[src/rtl/irq_gen_pkg.sv]
package irq_gen_pkg;
  localparam int unsigned ADDR_W = 3;

  localparam logic [ADDR_W-1:0] A_CFG   = 3'd0;
  localparam logic [ADDR_W-1:0] A_CMD   = 3'd1;
  localparam logic [ADDR_W-1:0] A_MASK0 = 3'd2;
  localparam logic [ADDR_W-1:0] A_STAT0 = 3'd4;

  localparam int unsigned CFG_LEVEL_BIT = 0;
  localparam int unsigned CFG_AUTO_BIT  = 1;
  localparam int unsigned CMD_CLR_BIT   = 0;

  typedef enum logic [1:0] {
    PS_IDLE  = 2'd0,
    PS_PULSE = 2'd1,
    PS_GAP   = 2'd2
  } pulse_state_e;

  function automatic int unsigned clk_mhz(input logic [1:0] sel);
    case (sel)
      2'd0:    return 10;
      2'd1:    return 12;
      2'd2:    return 16;
      default: return 20;
    endcase
  endfunction

  // pulse length in core cycles for a given clock select
  function automatic int unsigned pulse_cycles(input logic [1:0] sel, input int unsigned ns);
    return (ns * clk_mhz(sel)) / 1000;
  endfunction
endpackage

[src/rtl/irq_stat_reg.sv]
module irq_stat_reg #(
  parameter int unsigned W = 8
) (
  input  logic         clk_i,
  input  logic         rst_ni,
  input  logic [W-1:0] evt_i,
  input  logic         mask_wr_i,
  input  logic [W-1:0] wdata_i,
  input  logic         rd_clr_i,
  input  logic         clr_all_i,
  output logic [W-1:0] stat_o,
  output logic [W-1:0] mask_o,
  output logic         pend_next_o
);
  logic [W-1:0] stat_q, stat_n, mask_q;

  // events win over any clear in the same cycle
  always_comb begin
    stat_n = stat_q;
    if (clr_all_i || rd_clr_i) stat_n = '0;
    stat_n = stat_n | evt_i;
  end

  always_ff @(posedge clk_i or negedge rst_ni) begin
    if (!rst_ni) begin
      stat_q <= '0;
      mask_q <= '0;
    end else begin
      stat_q <= stat_n;
      if (mask_wr_i) mask_q <= wdata_i;
    end
  end

  assign stat_o      = stat_q;
  assign mask_o      = mask_q;
  assign pend_next_o = |(stat_n & mask_q);
endmodule

[src/rtl/irq_pulse_fsm.sv]
module irq_pulse_fsm
  import irq_gen_pkg::*;
#(
  parameter int unsigned CW = 4
) (
  input  logic          clk_i,
  input  logic          rst_ni,
  input  logic          en_i,
  input  logic          trig_i,
  input  logic [CW-1:0] width_i,
  output logic          low_o
);
  pulse_state_e  state_q;
  logic [CW-1:0] cnt_q;
  logic          req_q;

  always_ff @(posedge clk_i or negedge rst_ni) begin
    if (!rst_ni) begin
      state_q <= PS_IDLE;
      cnt_q   <= '0;
      req_q   <= 1'b0;
    end else if (!en_i) begin
      state_q <= PS_IDLE;
      cnt_q   <= '0;
      req_q   <= 1'b0;
    end else begin
      case (state_q)
        PS_IDLE: if (trig_i) begin
          state_q <= PS_PULSE;
          cnt_q   <= width_i - 1'b1;
        end
        PS_PULSE: begin
          if (trig_i) req_q <= 1'b1;  // one queued follow-up pulse
          if (cnt_q == '0) state_q <= PS_GAP;
          else             cnt_q   <= cnt_q - 1'b1;
        end
        PS_GAP: begin
          if (trig_i || req_q) begin
            state_q <= PS_PULSE;
            cnt_q   <= width_i - 1'b1;
            req_q   <= 1'b0;
          end else begin
            state_q <= PS_IDLE;
          end
        end
        default: state_q <= PS_IDLE;
      endcase
    end
  end

  assign low_o = (state_q == PS_PULSE);
endmodule

[src/rtl/irq_level_ctl.sv]
module irq_level_ctl (
  input  logic clk_i,
  input  logic rst_ni,
  input  logic en_i,
  input  logic set_i,
  input  logic clr_i,
  output logic low_o
);
  logic lvl_q;

  always_ff @(posedge clk_i or negedge rst_ni) begin
    if (!rst_ni)      lvl_q <= 1'b0;
    else if (!en_i)   lvl_q <= 1'b0;
    else if (set_i)   lvl_q <= 1'b1;
    else if (clr_i)   lvl_q <= 1'b0;
  end

  assign low_o = lvl_q;
endmodule

[src/rtl/irq_gen.sv]
module irq_gen
  import irq_gen_pkg::*;
#(
  parameter int unsigned W        = 8,
  parameter int unsigned PULSE_NS = 500
) (
  input  logic              clk_i,
  input  logic              rst_ni,
  input  logic [1:0]        clk_sel_i,
  input  logic [W-1:0]      evt_a_i,
  input  logic [W-1:0]      evt_b_i,
  input  logic              wr_en_i,
  input  logic              rd_en_i,
  input  logic [ADDR_W-1:0] addr_i,
  input  logic [W-1:0]      wdata_i,
  output logic [W-1:0]      rdata_o,
  output logic              irq_no
);
  localparam int unsigned NREG   = 2;
  localparam int unsigned MAX_PW = pulse_cycles(2'd3, PULSE_NS);
  localparam int unsigned CW     = $clog2(MAX_PW + 1);

  logic [W-1:0]  cfg_q;
  logic          cfg_level_q, cfg_auto_q;
  logic          wr_cfg, cmd_clr;
  logic [W-1:0]  evt_v  [NREG];
  logic [W-1:0]  stat_q [NREG];
  logic [W-1:0]  mask_q [NREG];
  logic [NREG-1:0] rd_stat, pend_n, evt_en;
  logic          new_evt, lvl_clr, pulse_low, level_low;
  logic [CW-1:0] width;
  logic [W-1:0]  rdata_q;

  assign cfg_level_q = cfg_q[CFG_LEVEL_BIT];
  assign cfg_auto_q  = cfg_q[CFG_AUTO_BIT];
  assign wr_cfg  = wr_en_i && (addr_i == A_CFG);
  assign cmd_clr = wr_en_i && (addr_i == A_CMD) && wdata_i[CMD_CLR_BIT];
  assign evt_v[0] = evt_a_i;
  assign evt_v[1] = evt_b_i;

  always_ff @(posedge clk_i or negedge rst_ni) begin
    if (!rst_ni)     cfg_q <= '0;
    else if (wr_cfg) cfg_q <= wdata_i;
  end

  for (genvar k = 0; k < NREG; k++) begin : g_stat
    assign rd_stat[k] = rd_en_i && (addr_i == A_STAT0 + ADDR_W'(k));
    assign evt_en[k]  = |(evt_v[k] & mask_q[k]);
    irq_stat_reg #(.W(W)) u_stat (
      .clk_i       (clk_i),
      .rst_ni      (rst_ni),
      .evt_i       (evt_v[k]),
      .mask_wr_i   (wr_en_i && (addr_i == A_MASK0 + ADDR_W'(k))),
      .wdata_i     (wdata_i),
      .rd_clr_i    (rd_stat[k] && cfg_auto_q),
      .clr_all_i   (cmd_clr),
      .stat_o      (stat_q[k]),
      .mask_o      (mask_q[k]),
      .pend_next_o (pend_n[k])
    );
  end

  assign new_evt = |evt_en;
  // auto-clear releases only when no enabled bit survives the read
  assign lvl_clr = cmd_clr || (cfg_auto_q && (|rd_stat) && !(|pend_n));

  always_comb begin
    width = CW'(pulse_cycles(clk_sel_i, PULSE_NS));
  end

  irq_pulse_fsm #(.CW(CW)) u_pulse (
    .clk_i   (clk_i),
    .rst_ni  (rst_ni),
    .en_i    (!cfg_level_q),
    .trig_i  (new_evt),
    .width_i (width),
    .low_o   (pulse_low)
  );

  irq_level_ctl u_level (
    .clk_i  (clk_i),
    .rst_ni (rst_ni),
    .en_i   (cfg_level_q),
    .set_i  (new_evt),
    .clr_i  (lvl_clr),
    .low_o  (level_low)
  );

  always_ff @(posedge clk_i or negedge rst_ni) begin
    if (!rst_ni) rdata_q <= '0;
    else if (rd_en_i) begin
      case (addr_i)
        A_CFG:                rdata_q <= cfg_q;
        A_MASK0:              rdata_q <= mask_q[0];
        A_MASK0 + 3'd1:       rdata_q <= mask_q[1];
        A_STAT0:              rdata_q <= stat_q[0];
        A_STAT0 + 3'd1:       rdata_q <= stat_q[1];
        default:              rdata_q <= '0;
      endcase
    end
  end

  assign rdata_o = rdata_q;
  assign irq_no  = !(pulse_low || level_low);
endmodule

[config.mk]
export PLATFORM = sky130hd
export DESIGN_NAME = irq_gen
export DESIGN_NICKNAME = d
export VERILOG_FILES = /design/src/rtl/irq_gen_pkg.sv /design/src/rtl/irq_stat_reg.sv /design/src/rtl/irq_pulse_fsm.sv /design/src/rtl/irq_level_ctl.sv /design/src/rtl/irq_gen.sv
export SDC_FILE = /design/constraint.sdc
export NUM_CORES = 1
export LEC_CHECK = 0
export ABC_CLOCK_PERIOD_IN_PS = 4250
export BUFFER_PORTS_ARGS = -buffer_cell sky130_fd_sc_hd__clkbuf_2
export CORE_MARGIN = 2
export CORE_UTILIZATION = 30
export CTS_CLUSTER_DIAMETER = 120
export DETAILED_ROUTE_END_ITERATION = 10
export PLACE_DENSITY = 0.45
export SYNTH_ARGS = -nofsm -noshare
export SYNTH_HDL_FRONTEND = slang
export SYNTH_SLANG_ARGS = --single-unit
[constraint.sdc]
create_clock -name clk_i -period 4.25 [get_ports clk_i]
set_input_delay 1.0625 -clock clk_i [delete_from_list [all_inputs] [get_ports clk_i]]
set_output_delay 1.0625 -clock clk_i [all_outputs]
set_load 0.1 [all_outputs]
==> flow_summary.json, run 1 <==
{
  "numCtsBuffers": 5,
  "die_area_um2": 10800,
  "postCtsHoldBufs": 0,
  "required_ns": 3.19,
  "drtIter0Drc": 118,
  "critPathLaunchType": "register",
  "grt_antenna_before_repair": 0,
  "rsz0062_at_grt": "false",
  "ys_warn_count": 0,
  "netlist_instances": 259,
  "status": "finished, final reports clean",
  "io_pins": 42,
  "dr.pass1.iters": 4,
  "viasPerCell": 5.29,
  "clkLatencyLatePin_ns": 0.31,
  "clkTransAtPathRegs_ns": 0.10,
  "grt_start_max_net_pins": 34,
  "tightest_slew_ns": 0.875,
  "num_antenna_cells": 0,
  "dp_slack_ns": 1.40,
  "drc": 0,
  "ir_worst_vdd_mv": 0.173,
  "grt_pass1_vias": 2436,
  "fp.dieW_um": 104,
  "grt_overflow_total": 0,
  "finalHoldViolCount": 0,
  "fin_ws_ns": 1.49,
  "leakage_nw": 1.43,
  "ant_nets": 0,
  "path_max_fanout": 9,
  "drv_slew": 0,
  "skew_ns": 0.0111,
  "rows": 36,
  "syn-num-nets": 300,
  "synth_top_area_frac": 0.469,
  "wirelength_mm": 8.37,
  "area_delta_synth_final_pct": 14.6,
  "cts.sinks": 56,
  "setup_violations": 0,
  "post_cts_buffers": 0,
  "syn_avg_cell_area_um2": 11.5,
  "gp_congestion": 0.837,
  "criticalPathCategory": "reg -> out",
  "max-slew-margin-rel": 0.414,
  "synthesis.area_um2": 2990,
  "power_density_nw_per_um2": 477,
  "cts_max_level": 2,
  "root_buffer": "clkbuf_8",
  "coreArea_um2": 9730,
  "max_freq_mhz": 362,
  "ys_types": 54,
  "hpwl_mm": 6.39,
  "fin_area_um2": 3420,
  "cts_tree": "yes",
  "placed_cell_area_um2": 3330,
  "clockBufferDepth": 2,
  "synth_seq_cells": 56,
  "endpoint_kind": "primary output",
  "vias": 2292,
  "synth.largest_area_cell": "dfrtp_1",
  "cts_resized": 0,
  "fin_nets": 341,
  "io_buffers": 41,
  "timing.final.crit_period_ns": 2.76,
  "arrival_ns": 1.70,
  "yosys-top-cells-area": "dfrtp_1 (47%), mux2_2 (10%), a21o_1 (4.3%)",
  "setup_tns_ns": 0,
  "die_h_um": 104,
  "synth_seq_area_share": 0.469,
  "grt_pass1_wl_mm": 13.6,
  "worstHoldPathType": "reg -> reg",
  "cap_violations": 0,
  "grt.total_usage": 0.160,
  "p_total_mw": 1.63,
  "period_share": 0.651,
  "drive_above_1_share": 0.313,
  "initial_core_util": 0.307,
  "wire_per_inst_um": 19.3
}
[cell families (layout without fill, tap and decap cells)]
kind of cell	after synthesis	in the layout	synth area share
simple gates	52	52	0.0967
flops	56	56	0.469
mux	37	37	0.140
buf+inv	24	65	0.0335
compound gates	82	82	0.227
fa+ha+maj	8	8	0.0335
[cell usage after synthesis, drive strengths merged]
| master | instances |
|---|---|
| o2111ai | 1 |
| buf | 4 |
| a22oi | 7 |
| dfrtp | 56 |
| a21oi | 3 |
| nand4 | 3 |
| a41oi | 3 |
| a32oi | 1 |
| o22ai | 8 |
| a31o | 2 |
| and3 | 3 |
| mux2i | 5 |
| and2 | 2 |
| nor2b | 3 |
| ha | 8 |
| nor4 | 1 |
| a22o | 9 |
| clkbuf | 4 |
| and2b | 1 |
| or4b | 1 |
| nand2b | 4 |
| nor2 | 15 |
| a21o | 17 |
| a31oi | 2 |
| a32o | 1 |
| o311ai | 1 |
| a21boi | 2 |
| nand3 | 4 |
| nor3b | 2 |
| nor3 | 1 |
| and4 | 1 |
| o21ai | 7 |
| mux2 | 32 |
| or2 | 1 |
| inv | 16 |
| nand2 | 10 |
| o32ai | 2 |
| a221oi | 15 |
| a41o | 1 |
[routing by layer]
metal,track usage,wire [um]
met4,0.0463,144
met5,0,0
met3,0.0201,231
met2,0.280,4180
met1,0.209,3810
[per-stage QoR]
stage                     hold slack [ns]  utilization  instances
after floorplan                     0.459            -        259
after global placement              0.482        0.342        426
after detailed placement            0.479        0.342        426
after CTS                           0.501        0.352        433
after global routing                0.539        0.352        433
final                               0.503        0.352        433
[critical path, stage by stage, from the launching register on]
cell,delay [ns]
dfrtp_1,0.50
and2b_1,0.27
nor2_1,0.14
clkbuf_2,0.48
[area by class of cell]
type | instances | area (um^2)
inverter | 16 | 60.1
clock buffer | 7 | 96.3
multi-input combinational | 179 | 1490
timing repair buffer | 42 | 213
tap | 133 | 166
fill | 1029 | 6310
sequential | 56 | 1400
[path summary, 6_finish.rpt]
check	endpoint	slack (ns)	from	cells past startpoint
max	irq_no	1.49	u_pulse.state_q[1]$_DFFE_PN0P_	3
min	cfg_q[2]$_DFFE_PN0P_	0.50	cfg_q[2]$_DFFE_PN0P_	1
max reg2reg	u_pulse.cnt_q[1]$_DFFE_PN0P_	2.26	g_stat[0].u_stat.mask_o[6]$_DFFE_PN0P_	5
min reg2reg	cfg_q[2]$_DFFE_PN0P_	0.50	cfg_q[2]$_DFFE_PN0P_	1
max in group asynchronous	g_stat[1].u_stat.stat_o[5]$_DFF_PN0_	2.65	rst_ni	2
min in group asynchronous	rdata_o[2]$_DFFE_PN0P_	0.74	rst_ni	1
[state kept, by name, summed over array words and instances, names as in the netlist]
signal                flops
g_stat.u_stat.mask_o     16
u_level.low_o             1
u_pulse.req_q             1
u_pulse.cnt_q             4
rdata_o                   8
g_stat.u_stat.stat_o     16
cfg_q                     8
u_pulse.state_q           2
[placed cells by master, fill, tap and decap left out, drive strengths merged, types with 2 or more instances in the layout]
master / n
o22ai: 8
a41oi: 3
and2: 2
o21ai: 7
nor2: 15
nand2: 10
clkbuf: 48
nor3b: 2
a31o: 2
ha: 8
nand2b: 4
a31oi: 2
a21oi: 3
nand4: 3
nor2b: 3
mux2: 32
a22oi: 7
nand3: 4
mux2i: 5
a21o: 17
a22o: 9
and3: 3
o32ai: 2
inv: 16
dfrtp: 56
a21boi: 2
a221oi: 15
[report_power, final]
group          internal (mW)  leakage [nW]  switching (mW)
clock                  0.146        0.0503           0.169
sequential             0.628         0.639           0.122
combinational          0.234         0.744           0.333
total                   1.01          1.43           0.625
No activity file was read; power rests on OpenSTA's default activity.
==> run 2, diff against run 1 <==
Settings changed: ABC_CLOCK_PERIOD_IN_PS 4250 to 2310, PLACE_DENSITY 0.45 to 0.47.
Clock period 4.25 ns to 2.31 ns, I/O delays scaled along.
==> run 2 against run 1 <==
Wire length decreased by 2.6%. Clock power increased by 110%. Cell area increased by 3.7%. Critical path type unchanged. Non-clock buffer count increased by 13. Sequential share of layout area decreased by 1.5 points. Sequential cell count unchanged. Sequential power increased by 83%. Setup slack got worse by 1.3 ns. Global-route usage about the same. Utilization increased by 1.3 points. Power increased by 91%.
==> flow_summary.json, run 2 (same netlist as run 1, synthesis figures left out) <==
{
  "status": "finished, final reports clean",
  "drive_above_1_share": 0.344,
  "fp.dieW_um": 104,
  "numCtsBuffers": 5,
  "clockBufferDepth": 2,
  "critPathLaunchType": "register",
  "mostFrequentLayoutCells": "dfrtp_1 (56), clkbuf_2 (40), mux2_2 (27), a21o_1 (17), inv_1 (16)",
  "required_ns": 1.73,
  "ir_worst_vdd_mv": 0.311,
  "p_int_mw": 1.96,
  "max-slew-margin-rel": 0.638,
  "viasPerCell": 5.13,
  "path_max_fanout": 9,
  "endpoint_kind": "primary output",
  "clkLatencyLatePin_ns": 0.31,
  "grt_pass1_vias": 2468,
  "timing.final.crit_period_ns": 2.08,
  "area_delta_synth_final_pct": 18.8,
  "fillCellCount": 999,
  "gp_congestion": 0.801,
  "p_clk_frac": 0.208,
  "layout.cells.most_common": "dfrtp_1",
  "drv_slew": 0,
  "fin_nets": 354,
  "vias": 2294,
  "drtIter0Drc": 102,
  "cts.sinks": 56,
  "rows": 36,
  "postCtsHoldBufs": 0,
  "clkTransAtPathRegs_ns": 0.10,
  "power_density_nw_per_um2": 879,
  "cts_resized": 0,
  "layoutNonFillerInstCount": 447,
  "die_area_um2": 10800,
  "dr.pass1.iters": 4,
  "placed_cell_area_um2": 3440,
  "grt_start_max_net_pins": 39,
  "cap_violations": 0,
  "cts_max_level": 2,
  "initial_core_util": 0.307,
  "drc": 0,
  "seqPwrFrac": 0.439,
  "grt_antenna_before_repair": 0,
  "p_total_mw": 3.12,
  "leakage_nw": 1.51,
  "tightest_slew_ns": 0.545,
  "swShare": 0.373,
  "wirelength_mm": 8.15,
  "coreArea_um2": 9730,
  "num_antenna_cells": 0,
  "io_pins": 42,
  "post_cts_buffers": 0,
  "die_h_um": 104,
  "arrival_ns": 1.51,
  "max_freq_mhz": 480,
  "skew_ns": 0.00991,
  "finalHoldViolCount": 0,
  "p_comb_frac": 0.353,
  "period_share": 0.902,
  "dpl.cell_count": 439,
  "criticalPathCategory": "reg -> out",
  "p_switching_mw": 1.16,
  "grt_pass1_wl_mm": 13.5,
  "worstHoldPathType": "in -> async",
  "ant_nets": 0,
  "setup_tns_ns": 0,
  "rsz0062_at_grt": "false",
  "grt_overflow_total": 0,
  "cts_tree": "yes",
  "setup_violations": 0,
  "fin_area_um2": 3550,
  "grt.total_usage": 0.160,
  "io_buffers": 41,
  "hpwl_mm": 6.25,
  "root_buffer": "clkbuf_8",
  "wire_per_inst_um": 18.2
}
run 2: changes by cell type in the layout (fill, tap and decap cells not counted), sizes merged:
| cell | previous run | this run |
|---|---|---|
| buf | 1 | 15 |
| bufinv | 0 | 1 |
| clkbuf | 48 | 46 |
| clkinv | 0 | 1 |
run 2: cell type report:
class,instances,area (um^2),area share
Inverter,16,60.1,0.0169
Tap cell,133,166,0.0469
Clock buffer,6,72.6,0.0204
Multi-Input combinational cell,179,1490,0.419
Timing Repair Buffer,55,325,0.0916
Sequential cell,56,1400,0.395
Clock inverter,2,35.0,0.00987
run 2: routing by layer:
layer,wire length [um],global-route usage,vias to the layer above
met5,0,0,-
met4,56,0.0299,0
met3,274,0.0277,4
met1,3940,0.226,1155
li1,-,-,1095
met2,3880,0.261,40
run 2: final timing paths:
check / startpoint / end / slack, ns / cells past startpoint
setup / recovery: u_pulse.state_q[0]$_DFFE_PN0P_ / irq_no / 0.23 / 3
max in group asynchronous: rst_ni / u_pulse.state_q[0]$_DFFE_PN0P_ / 1.43 / 3
setup reg to reg: g_stat[1].u_stat.mask_o[2]$_DFFE_PN0P_ / u_pulse.cnt_q[1]$_DFFE_PN0P_ / 0.39 / 5
hold / removal: rst_ni / u_pulse.cnt_q[3]$_DFFE_PN0P_ / 0.20 / 1
min in group clk_i: evt_b_i[2] / g_stat[1].u_stat.stat_o[2]$_DFF_PN0_ / 0.46 / 2
hold reg to reg: cfg_q[2]$_DFFE_PN0P_ / cfg_q[2]$_DFFE_PN0P_ / 0.50 / 1
run 2: power by group through the flow:
| stage | sequential [mW] | clock, mW | combinational [mW] |
|---|---|---|---|
| 2_1_floorplan | 1.43 | 0 | 0.708 |
| 3_3_place_gp | 1.39 | 0 | 1.10 |
| 3_5_place_dp | 1.39 | 0 | 1.10 |
| 4_1_cts | 1.37 | 0.676 | 1.11 |
| 5_1_grt | 1.40 | 0.714 | 1.21 |
| 6_report | 1.37 | 0.649 | 1.10 |
run 2: metrics by stage:
step                      setup WS (ns)  hold slack, ns  utilization
after global routing              0.143           0.232        0.365
after detailed placement         0.0269           0.483        0.354
after global placement            0.104           0.472        0.354
after CTS                         0.216           0.209        0.365
final                             0.225           0.201        0.365
after floorplan                   0.272           0.282            -
run 2: worst max-delay path, cell delays in order (launching register included):
cell and delay [ns]:
dfrtp_1 0.51, and2b_1 0.29, nor2_2 0.10, buf_4 0.29
==> run 3, diff against run 2 <==
Settings changed: ABC_AREA set to 1, SKIP_LAST_GASP set to 1.
==> run 3 against run 2 <==
Area after synthesis fell by 2.8%. Global-route usage fell by 0.27 points. Clock power grew 19%. Hold slack gained 0.035 ns. Wire length down 6.9%. Cell count up 22%. Die area is 2.7% lower. Power fell by 2.5%. Critical path depth up 1. Sequential cell count unchanged. Sequential share of layout area rose by 1.7 points.
==> flow_summary.json, run 3 <==
{
  "status": "finished, final reports clean",
  "drc": 0,
  "netlist_instances": 373,
  "ir_worst_vdd_mv": 0.291,
  "io_pins": 42,
  "cap_violations": 0,
  "rsz0062_at_grt": "false",
  "fin_ws_ns": 0.134,
  "grt.total_usage": 0.157,
  "max_freq_mhz": 460,
  "num_antenna_cells": 0,
  "rows": 35,
  "critPathLaunchType": "register",
  "synth_seq_cells": 56,
  "drtIter0Drc": 128,
  "layout.cells.most_common": "nand2_1",
  "syn_avg_cell_area_um2": 7.79,
  "crit_chain": "nand2_1 -> inv_1 -> nor2_2 -> buf_2",
  "post_cts_buffers": 0,
  "ys_warn_count": 0,
  "fin_nets": 457,
  "arrival_ns": 1.60,
  "fp.dieW_um": 102,
  "r2r_cells": 10,
  "synth_seq_area_share": 0.483,
  "grt_start_max_net_pins": 57,
  "period_share": 0.942,
  "grt_overflow_total": 0,
  "cts_max_level": 2,
  "synth.largest_area_cell": "dfrtp_1",
  "power_density_nw_per_um2": 894,
  "clockBufferDepth": 2,
  "cp_slowest_cell": "buf_2",
  "root_buffer": "clkbuf_8",
  "syn-num-nets": 414,
  "gp_congestion": 0.862,
  "numCtsBuffers": 5,
  "yosysMostFrequentCell": "nand2_1",
  "leakage_nw": 1.81,
  "setup_violations": 0,
  "ys_types": 29,
  "endpoint_kind": "primary output",
  "synth_top_area_frac": 0.483,
  "skew_ns": 0.0180,
  "drive_above_1_share": 0.139,
  "vias": 2490,
  "grt_pass1_vias": 2388,
  "cp_num_buf_inv": 2,
  "dp_slack_ns": 0.0399,
  "dr.pass1.iters": 4,
  "cp_num_cells": 4,
  "area_delta_synth_final_pct": 17.1,
  "setup_tns_ns": 0,
  "required_ns": 1.73,
  "ys.flop_type": "dfrtp_1",
  "mostFrequentLayoutCells": "nand2_1 (128), dfrtp_1 (56), inv_1 (51), o21ai_0 (44), clkbuf_2 (40)",
  "timing.final.crit_period_ns": 2.18,
  "synthesis.area_um2": 2900,
  "die_area_um2": 10500,
  "wirelength_mm": 7.59,
  "cp_top_family": "buffers and inverters",
  "cts.sinks": 56,
  "drv_slew": 0,
  "grt_antenna_before_repair": 0,
  "hpwl_mm": 5.83,
  "tightest_slew_ns": 0.539,
  "criticalPathCategory": "reg -> out",
  "worstHoldPathType": "in -> async",
  "coreArea_um2": 9330,
  "viasPerCell": 4.56,
  "critPathMaxStageDelay_ns": 0.42,
  "clkLatencyLatePin_ns": 0.32,
  "die_h_um": 102,
  "async_flop_share": 1.00,
  "cts_tree": "yes",
  "io_buffers": 41,
  "path_max_fanout": 10,
  "fillCellCount": 994,
  "clkTransAtPathRegs_ns": 0.11,
  "yosys-top-cells-area": "dfrtp_1 (48%), nand2_1 (17%), o21ai_0 (7.6%)",
  "initial_core_util": 0.311,
  "finalHoldViolCount": 0,
  "synth-edff-count": 0,
  "grt_pass1_wl_mm": 12.5,
  "ant_nets": 0,
  "wire_per_inst_um": 13.9,
  "max-slew-margin-rel": 0.642,
  "synth_common_cells": "nand2_1 (128), dfrtp_1 (56), inv_1 (51)"
}
## run 3: cell type report
type | instances | area, um^2 | area share
Sequential cell | 56 | 1400 | 0.412
Tap cell | 129 | 161 | 0.0475
Multi-Input combinational cell | 257 | 1270 | 0.373
Inverter | 53 | 199 | 0.0585
Timing Repair Buffer | 43 | 233 | 0.0684
Clock buffer | 5 | 68.8 | 0.0202
Clock inverter | 3 | 68.8 | 0.0202
## run 3: worst paths after layout
check	startpoint	to	slack, ns
min	rst_ni	rdata_o[6]$_DFFE_PN0P_	0.24
max reg2reg	g_stat[0].u_stat.mask_o[7]$_DFFE_PN0P_	u_pulse.cnt_q[3]$_DFFE_PN0P_	0.46
max	u_pulse.state_q[0]$_DFFE_PN0P_	irq_no	0.13
min reg2reg	rdata_o[0]$_DFFE_PN0P_	rdata_o[0]$_DFFE_PN0P_	0.49
min in group clk_i	evt_b_i[6]	g_stat[1].u_stat.stat_o[6]$_DFF_PN0_	0.47
max in group asynchronous	rst_ni	g_stat[1].u_stat.mask_o[2]$_DFFE_PN0P_	1.80
## run 3: metrics by stage
step / util / std cells / hold slack (ns) / instance area (um^2) / power, mW
final: 0.365 / 546 / 0.236 / 3400 / 3.04
after global routing: 0.365 / 546 / 0.260 / 3400 / 3.27
after CTS: 0.365 / 546 / 0.254 / 3400 / 3.07
after detailed placement: 0.350 / 538 / 0.467 / 3260 / 2.29
after global placement: 0.350 / 538 / 0.464 / 3260 / 2.29
after floorplan: - / 373 / 0.282 / 2910 / 2.02
## run 3: cell families (layout without fill, tap and decap cells)
group	after synthesis	after routing	share of synthesized area
and+or+nand+nor	180	180	0.262
AOI/OAI and AO/OA	68	68	0.137
buffers and inverters	60	104	0.0814
DFF	56	56	0.483
adders and majority gates	8	8	0.0345
xor gates and xnor gates	1	1	0.00302
## run 3: layer usage
| layer | global-route usage | wire (um) | vias up |
|---|---|---|---|
| li1 | - | - | 1290 |
| met1 | 0.239 | 4000 | 1124 |
| met2 | 0.227 | 3070 | 67 |
| met3 | 0.0287 | 381 | 9 |
| met4 | 0.0472 | 137 | 0 |
| met5 | 0 | 0 | - |
## run 3: timing repair
action | CTS | global route
hold buffers | 0 | 0
endpoints found under the hold margin | 0 | 0
endpoints found under the setup margin | 0 | 1
gates resized for setup | 0 | 1
## run 3: report_power, final
part           switching [mW]  internal, mW  leakage (nW)
sequential              0.151          1.15         0.648
combinational           0.678         0.287          1.09
clock                   0.336         0.437        0.0687
total                    1.17          1.88          1.81
